$ cat config.mk
export PLATFORM = sky130hd
export DESIGN_NAME = bus_timeout_mon
export DESIGN_NICKNAME = d
export VERILOG_FILES = /design/src/rtl/bus_timeout_mon.sv
export SDC_FILE = /design/constraint.sdc
export NUM_CORES = 1
export LEC_CHECK = 0
export ABC_AREA = 1
export CAP_MARGIN = 20
export CORE_UTILIZATION = 65
export DETAILED_ROUTE_END_ITERATION = 8
export DONT_BUFFER_PORTS = 1
export HOLD_SLACK_MARGIN = 0.06
export PLACE_DENSITY = 0.79
export SYNTH_ARGS = -nofsm -noshare
export SYNTH_HDL_FRONTEND = slang
export SYNTH_SLANG_ARGS = --single-unit
$ cat constraint.sdc
create_clock -name clk -period 3.55 [get_ports clk]
set_input_delay 0.355 -clock clk [delete_from_list [all_inputs] [get_ports clk]]
set_output_delay 0.355 -clock clk [all_outputs]
set_load 0.01 [all_outputs]
$ cat src/rtl/bus_timeout_mon.sv
module bus_timeout_mon #(
  parameter int LOW_W      = 22,
  parameter int FREE_TICKS = 10
) (
  input  logic             clk,
  input  logic             rst_n,
  input  logic             scl,
  input  logic             sda,
  input  logic             src_tick,
  input  logic             low_to_en,
  input  logic             free_to_en,
  input  logic [LOW_W-1:0] low_reload,
  input  logic             stop_clr,
  input  logic             irq_clr,
  output logic             low_to_pulse,
  output logic             free_to_pulse,
  output logic             stop_flag,
  output logic             irq
);
  localparam int FREE_W = $clog2(FREE_TICKS + 1);
  localparam logic [FREE_W-1:0] FREE_LAST = FREE_W'(FREE_TICKS);

  logic [LOW_W-1:0]  low_cnt;
  logic [FREE_W-1:0] free_cnt;
  logic              free_done, scl_q, sda_q;

  wire low_run   = low_to_en & ~scl;
  wire low_hit   = low_run & (low_cnt == '0);
  wire idle      = scl & sda;
  wire free_step = free_to_en & idle & src_tick & ~free_done;
  wire free_hit  = free_step & (free_cnt == FREE_LAST);
  wire stop_seen = scl & scl_q & sda & ~sda_q;
  wire set_evt   = free_hit | stop_seen;

  always_ff @(posedge clk or negedge rst_n) begin
    if (!rst_n) begin
      low_cnt       <= '0;
      low_to_pulse  <= 1'b0;
      free_cnt      <= '0;
      free_done     <= 1'b0;
      free_to_pulse <= 1'b0;
      stop_flag     <= 1'b0;
      irq           <= 1'b0;
      scl_q         <= 1'b1;
      sda_q         <= 1'b1;
    end else begin
      low_cnt      <= (!low_run || low_hit) ? low_reload : low_cnt - 1'b1;
      low_to_pulse <= low_hit;

      if (!free_to_en || !idle) begin
        free_cnt  <= '0;
        free_done <= 1'b0;
      end else if (free_step) begin
        if (free_hit) free_done <= 1'b1;
        else          free_cnt  <= free_cnt + 1'b1;
      end
      free_to_pulse <= free_hit;

      stop_flag <= set_evt | (stop_flag & ~stop_clr);
      irq       <= set_evt | (irq & ~irq_clr);
      scl_q     <= scl;
      sda_q     <= sda;
    end
  end
endmodule


# Word level (Yosys, flattened, before mapping)

Cells that the tools add are included.
W data, S select, Z words.

Output and inout port bits: 4
Input port bits: 31
Word-level logic and storage cells: 50
Register bits after elaboration: 33

Mux-type cells: 7
Reductions and logical operators: 10
$add $sub $neg: 2
Bitwise gates (word level): 20
Equal/unequal tests: 2

Operator list:

| kind                    | number |
|---|---|
| $logic_not A22 Y1       | 1 |
| $mux W22                | 1 |
| $sub A22 B1 Y22 const B | 1 |
| $and A1 B1 Y1           | 12 |
| $mux W4                 | 3 |
| $not A1 Y1              | 5 |
| $add A4 B1 Y4 const B   | 1 |
| $eq A4 B4 Y1 const B    | 1 |
| $reduce_and A2 Y1       | 2 |
| $reduce_bool A2 Y1      | 2 |
| $logic_not A1 Y1        | 3 |
| $mux W1                 | 3 |
| $or A1 B1 Y1            | 3 |
| $logic_or A1 B1 Y1      | 2 |
| $ne A2 B1 Y1 const B    | 1 |

# Longest topological paths before layout

Gate-level depths: netlist of run 1.

Depth in word-level cells: 8
Mapped depth: 10
Depth with buffers taken out: 9

# Least setup slack after synthesis of run 1

No wires, ideal clock.

Kind: reg2reg
Start: reg low_cnt[0]
End: reg low_cnt[11]
Buffers on the path: 1
Clock period less this slack: 1517 ps
Cell stages (with the launch flop): 11
Path slack: 2033 ps
Arrival: 1401 ps
Library setup time: 116 ps
Required time: 3434 ps
Path through: dfrtp_1 inv_1 ha_1 nand2_2 nor2_4 nand3_2 nand2_4 inv_2 buf_6 nand2_1 nand2_1

Cells in the longest elaborated chain, start to end: 4
Elaborated cells between the ends (all ways): 5
Those cells by class: add/sub: 1; mux: 1; bitwise: 1; reduce/logical: 2

Ends and longest elaborated chain:

| item                                                                    | line | source |
|---|---|---|
| start: declaration                                                      | 23   | `logic [LOW_W-1:0] low_cnt;` |
| start signal: assignment                                                | 47   | `low_cnt <= (!low_run \|\| low_hit) ? low_reload : low_cnt - 1'b1;` |
| parallel branches: the longest is 3 deep, another holds $sub A22 B1 Y22 | -    |  |
| $mux W22 *                                                              | 47   |  |

Every way passes the cells marked *.
A chain may end at the register's enable or synchronous reset.

# Worst setup path in the final report of run 1

Start: reg low_cnt[0]
End: reg low_cnt[10]

Same word-level chain as after synthesis.

==> results.json, run 1 <==
{
  "status": "complete, no violations",
  "slew_viol_final": 0,
  "finalWeightedCongestion": 0.825,
  "crit_path_start": "low_cnt[0]",
  "cts_buffers": 5,
  "tns_ps": 0,
  "cts_num_sinks": 33,
  "cp_max_fo": 32,
  "worstMarginPinSlew_ps": 313,
  "diodes": 0,
  "wire_per_inst_um": 12.0,
  "rows": 19,
  "yosys-top-cells-area": "dfrtp_1 41%, nand2_1 20%, nor2_1 7.4%, inv_1 4.4%, xnor2_1 3.3%",
  "post_cts_buffers": 0,
  "htreeDepth": 2,
  "drtIter0Drc": 72,
  "dieArea_um2": 3110,
  "layout_min_cycle_time_ps": 1860,
  "clk_transition_reported_paths_ps": 100,
  "cts_buffer_depth": 2,
  "synth_top_area_cell": "dfrtp_1",
  "drt-pass1-iter-count": 4,
  "syn_area_um2": 1880,
  "netlist_instances": 255,
  "hold_start": "irq_clr",
  "finalInstanceArea_um2": 2010,
  "synth_seq_cells": 33,
  "cp.required_ps": 3790,
  "end_kind": "register",
  "rr_startpoint": "low_cnt[0]",
  "cts_tree": "done",
  "syn_nets": 289,
  "powerDensity_nw_per_um2": 412,
  "cpPeakStageDelay_ps": 390,
  "io_pins": 35,
  "critical_path_class": "reg2reg",
  "synthFlopType": "dfrtp_1",
  "fin_nets": 296,
  "portBuffers": 0,
  "grt-ovfl-total": 0,
  "synth.most_common_cell": "nand2_1",
  "synth_enable_flop_cells": 0,
  "hpwlAfterDp_mm": 2.54,
  "worstSetupStartpointType": "register",
  "die_w_um": 55.8,
  "synthArstFlopShare_pct": 100,
  "worstPathCellList": "inv_1, ha_1, nand2_2, nor2_4, nand3_2, nand2_4, inv_2, nand2_1, nand2_1",
  "synth_top_area_share_pct": 41.3,
  "syn_area_per_cell_um2": 7.37,
  "place_area_um2": 1880,
  "grt_pass1_vias": 1403,
  "leakage_nw": 0.990,
  "crit_slowest_cell": "dfrtp_1",
  "yosysWarnings": 0,
  "syn_to_final_growth_pct": 7.05,
  "ctsRootBufferMaster": "clkbuf_4",
  "fin_util_pct": 73.0,
  "ant_nets": 0,
  "post-route-period-util_pct": 52.5,
  "synth.distinct_cells": 25,
  "grt.total_usage_pct": 25.3,
  "fill_cells": 231,
  "skew_ps": 9.10,
  "hold_viol": 0,
  "worstSkewPairLatency_ps": 340,
  "initial_utilization_pct": 68.2,
  "finalSetupViolCount": 0,
  "hp-class": "in2reg",
  "core_um2": 2760,
  "drc_errors": 0,
  "rsz0062_at_grt": "no",
  "drive_gt1_share_pct": 6.84,
  "synth_common_cells": "101 x nand2_1, 37 x nor2_1, 31 x dfrtp_1, 22 x inv_1, 9 x nand3_1",
  "grt_max_degree": 34,
  "seq_area_frac_synth_pct": 44.0,
  "via_count": 1532,
  "critPathArrivalTime_ps": 2110,
  "avgViaCountPerCell": 5.21,
  "grt_pass1_wl_mm": 5.89,
  "routed_wirelength_mm": 3.52,
  "worst_ir_drop_vdd_uv": 425,
  "slew_headroom_pct": 79.1,
  "max_freq_mhz": 537,
  "die_y_um": 55.8,
  "maxCapViolations": 0,
  "antenna_found_initial": 0,
  "crit_top_cell": "nand2_1"
}
[layout by cell type, fill, tap and decap left out, types with 2 or more instances in the layout]
cell / synthesis / routed
nand2_1: 101 / 101
nor2_1: 37 / 37
dfrtp_1: 31 / 31
inv_1: 22 / 22
nand3_1: 9 / 9
xnor2_1: 7 / 7
nand3b_1: 6 / 6
o21ai_0: 6 / 6
nand4_1: 5 / 5
clkbuf_4: 0 / 5
xor2_1: 4 / 4
o21ai_1: 4 / 4
ha_1: 3 / 3
dlygate4sd3_1: 0 / 3
nor2_2: 2 / 2
nor2_4: 2 / 2
o211ai_1: 2 / 2
a21oi_1: 2 / 2
dfstp_2: 2 / 2
[where the power goes]
group / internal [mW] / switching [mW] / leakage (nW)
Sequential: 0.401 / 0.0245 / 0.408
Clock: 0.168 / 0.126 / 0.0455
Combinational: 0.0418 / 0.0686 / 0.537
[metrics by stage]
stage	hold slack, ps	setup WS, ps	instances	total power [mW]
5_1_grt	104	1490	294	0.873
2_1_floorplan	59.4	2030	255	0.514
3_3_place_gp	60.2	1750	282	0.529
3_5_place_dp	60.1	1680	282	0.530
4_1_cts	117	1680	294	0.834
6_report	117	1690	294	0.830
[final cells by class]
type                            count  area, µm²  area share, %
Multi-Input combinational cell    195        925           45.9
Sequential cell                    33        828           41.1
Inverter                           23       86.3           4.29
Clock buffer                        7       55.1           2.73
Timing Repair Buffer                4       50.0           2.49
Tap cell                           31       38.8           1.93
Clock inverter                      1       30.0           1.49
[worst max-delay path: cells and delay by family (launching register included)]
family        cells  cell delay (ps)
fa+ha+maj         1              280
buf+inv           2              260
flops             1              390
simple gates      6              810
[final timing paths]
check | end | slack [ps] | cells past startpoint
max | low_cnt[10] | 1690 | 9
min | irq | 120 | 1
max reg2reg | low_cnt[10] | 1690 | 9
min reg2reg | low_cnt[0] | 460 | 1
max in group asynchronous | sda_q | 2860 | 2
min in group asynchronous | free_cnt[0] | 440 | 2
[registers in the layout, summed over array words and instances (netlist names)]
signal and flops:
low_cnt 22, free_cnt 4, free_done 1, free_to_pulse 1, irq 1, low_to_pulse 1
scl_q 1, sda_q 1, stop_flag 1
[metal layers]
layer / GRT usage [%] / part of all wire, % / up-vias
li1: - / - / 810
met1: 31.7 / 47 / 664
met2: 39.4 / 45 / 45
met3: 4.88 / 4.8 / 13
met4: 17.9 / 3.2 / 0
met5: 0 / 0 / -
[kinds of logic after synthesis]
kind of cell | share of synthesized area (%)
XOR/XNOR | 5.12
AO/OA/AOI/OAI | 4.39
flip-flops | 44.0
AND/OR/NAND/NOR | 37.7
buffers and inverters | 6.79
adder cells (fa/ha/maj) | 2.00
[repair_timing]
item                       in CTS  in global routing
hold endpoints to repair       35                  0
hold buffers                    4                  0
setup endpoints to repair       0                  0
gates resized for setup         0                  0
Power figures use the tool's default switching activity.
==> inputs of run 2 (changes only) <==
--- a/config.mk
+++ b/config.mk
@@ -7,11 +7,11 @@
 export LEC_CHECK = 0
 export ABC_AREA = 1
 export CAP_MARGIN = 20
-export CORE_UTILIZATION = 65
+export CORE_UTILIZATION = 56
 export DETAILED_ROUTE_END_ITERATION = 8
 export DONT_BUFFER_PORTS = 1
 export HOLD_SLACK_MARGIN = 0.06
-export PLACE_DENSITY = 0.79
+export PLACE_DENSITY = 0.72
 export SYNTH_ARGS = -nofsm -noshare
 export SYNTH_HDL_FRONTEND = slang
 export SYNTH_SLANG_ARGS = --single-unit
==> constraint.sdc (replaced) <==
create_clock -name clk -period 1.5 [get_ports clk]
set_input_delay 0.15 -clock clk [delete_from_list [all_inputs] [get_ports clk]]
set_output_delay 0.15 -clock clk [all_outputs]
set_load 0.01 [all_outputs]
==> run 2 against run 1 <==
Compared with the run above: first-iteration DRC count fell by 4.2%; combinational power rose to 3.5 times the previous value; final cell count rose by 16%; sequential share of layout area fell by 7.0 points; largest cell class unchanged; clock skew fell by 2.2 ps; critical path type unchanged; maximum frequency rose by 27%; sequential power rose by 140%; largest power group unchanged.
==> results.json, run 2 (synthesis gave the netlist of run 1 again) <==
{
  "status": "complete, no violations",
  "powerDensity_nw_per_um2": 772,
  "hold_viol": 0,
  "dieArea_um2": 3590,
  "via_count": 1752,
  "grt-ovfl-total": 0,
  "worstSkewPairLatency_ps": 330,
  "p_clk_share_pct": 25.1,
  "final_cell_mix": "98 x nand2_1, 30 x dfrtp_1, 29 x nor2_1",
  "skew_ps": 6.89,
  "cts_num_sinks": 33,
  "rows": 20,
  "globalRouteMet2Util_pct": 46.2,
  "critical_path_class": "reg2reg",
  "max_freq_mhz": 681,
  "grt_pass1_wl_mm": 6.89,
  "top_usage_layer": "met2",
  "syn_to_final_growth_pct": 29.0,
  "drt-pass1-iter-count": 4,
  "cts_buffer_depth": 2,
  "core_um2": 3130,
  "slew_viol_final": 0,
  "hp-class": "in2reg",
  "fin_nets": 331,
  "finalSetupViolCount": 0,
  "die_y_um": 60.0,
  "finalWeightedCongestion": 0.814,
  "final_cell_count_no_fill": 342,
  "grt_pass1_vias": 1634,
  "grtUsageMet1_pct": 32.2,
  "cp.required_ps": 1750,
  "swShare_pct": 29.9,
  "ctsRootBufferMaster": "clkbuf_4",
  "layout_min_cycle_time_ps": 1470,
  "portBuffers": 0,
  "largest_reg_flops": 22,
  "cts_tree": "done",
  "slew_headroom_pct": 81.7,
  "maxCapViolations": 0,
  "end_kind": "register",
  "intPower_mw": 1.31,
  "grt_use_met3_pct": 6.49,
  "drive_gt1_share_pct": 14.1,
  "reg_top3": "low_cnt x22, free_cnt x4",
  "post-route-period-util_pct": 97.9,
  "power.switching_mw": 0.559,
  "antenna_found_initial": 0,
  "top_register": "low_cnt",
  "drtIter0Drc": 69,
  "critPathArrivalTime_ps": 1720,
  "leakage_nw": 1.16,
  "setup_slack_ps": 31.2,
  "clk_transition_reported_paths_ps": 90,
  "avgViaCountPerCell": 5.12,
  "initial_utilization_pct": 60.1,
  "grt_max_degree": 34,
  "htreeDepth": 2,
  "worstSetupStartpointType": "register",
  "routed_wirelength_mm": 4.47,
  "p_comb_share_pct": 20.8,
  "worstPathCellList": "nor2_1, nand2_2, nor2_4, nand3_2, nand2_4, clkbuf_16, nand2_1, o21ai_0",
  "worstMarginPinSlew_ps": 273,
  "ant_nets": 0,
  "rrSetupSlack_ps": 30,
  "wire_per_inst_um": 13.1,
  "drc_errors": 0,
  "dpl_worst_slack_ps": 36.2,
  "layout_commonest_cell": "nand2_1",
  "seqPwrFrac_pct": 54.1,
  "cts_buffers": 5,
  "worst_ir_drop_vdd_uv": 631,
  "cpPeakStageDelay_ps": 430,
  "grt.total_usage_pct": 26.5,
  "io_pins": 35,
  "diodes": 0,
  "cp_max_fo": 12,
  "die_w_um": 60.0,
  "hpwlAfterDp_mm": 2.75,
  "dp.cells": 299,
  "crit_slowest_cell": "dfrtp_1"
}
## run 2: changes by cell type in the layout (fill, tap and decap cells not counted), moves of 2 or more
cell,delta
nand2_1,-3
nand2_2,+2
clkinv_2,+2
buf_4,+6
dlygate4sd3_1,+25
clkbuf_16,+2
nor2_1,-8
nor2_2,+7
## run 2: worst max-delay path, delay by kind of cell (launching register included)
family	cells	cell delay, ps
buffers and inverters	1	180
AND/OR/NAND/NOR	6	710
flip-flops	1	430
AO/OA/AOI/OAI	1	70
## run 2: routing by layer
| layer | vias up | wire [µm] |
|---|---|---|
| met2 | 47 | 2280 |
| met5 | - | 0 |
| li1 | 878 | - |
| met3 | 7 | 187 |
| met4 | 0 | 67 |
| met1 | 820 | 1930 |
## run 2: what timing repair did
action,CTS,global route
gates resized for setup,0,20
setup endpoints to repair,0,22
hold buffers,29,0
buffers inserted,0,4
endpoints found under the hold margin,62,0
## run 2: stage by stage
step | TNS [ps] | util, % | power [mW] | instance area [µm²] | hold slack [ps]
detailed placement | 0 | 62.0 | 1.27 | 1940 | -145
global placement | 0 | 62.0 | 1.27 | 1940 | -145
finish | 0 | 77.6 | 1.87 | 2430 | 79.0
CTS | 0 | 73.2 | 1.82 | 2290 | 69.0
floorplan | 0 | - | 1.22 | 1880 | -146
global route | -475 | 77.6 | 1.97 | 2430 | 98.7
## run 2: final cells by class
type,instances,area (µm²)
timing repair buffer,39,427
fill,238,702
inverter,23,88.8
clock inverter,2,10.0
clock buffer,6,41.3
tap,44,55.1
sequential,33,830
multi-input combinational,195,975
## run 2: final timing paths
check	endpoint	cells past startpoint	startpoint
worst max-delay path	low_cnt[8]	8	low_cnt[7]
worst min-delay path	low_to_pulse	4	low_to_en
worst max register to register	low_cnt[8]	8	low_cnt[7]
worst min register to register	free_done	2	free_done
max in group asynchronous	scl_q	2	rst_n
min in group asynchronous	free_cnt[2]	2	rst_n
## run 2: power by group through the flow
| stage | sequential, mW | clock, mW | combinational [mW] |
|---|---|---|---|
| after floorplan | 1.01 | 0 | 0.208 |
| after detailed placement | 1.02 | 0 | 0.250 |
| after global routing | 1.02 | 0.516 | 0.434 |
| after CTS | 1.01 | 0.483 | 0.335 |
| after global placement | 1.02 | 0 | 0.247 |
| final | 1.01 | 0.469 | 0.390 |
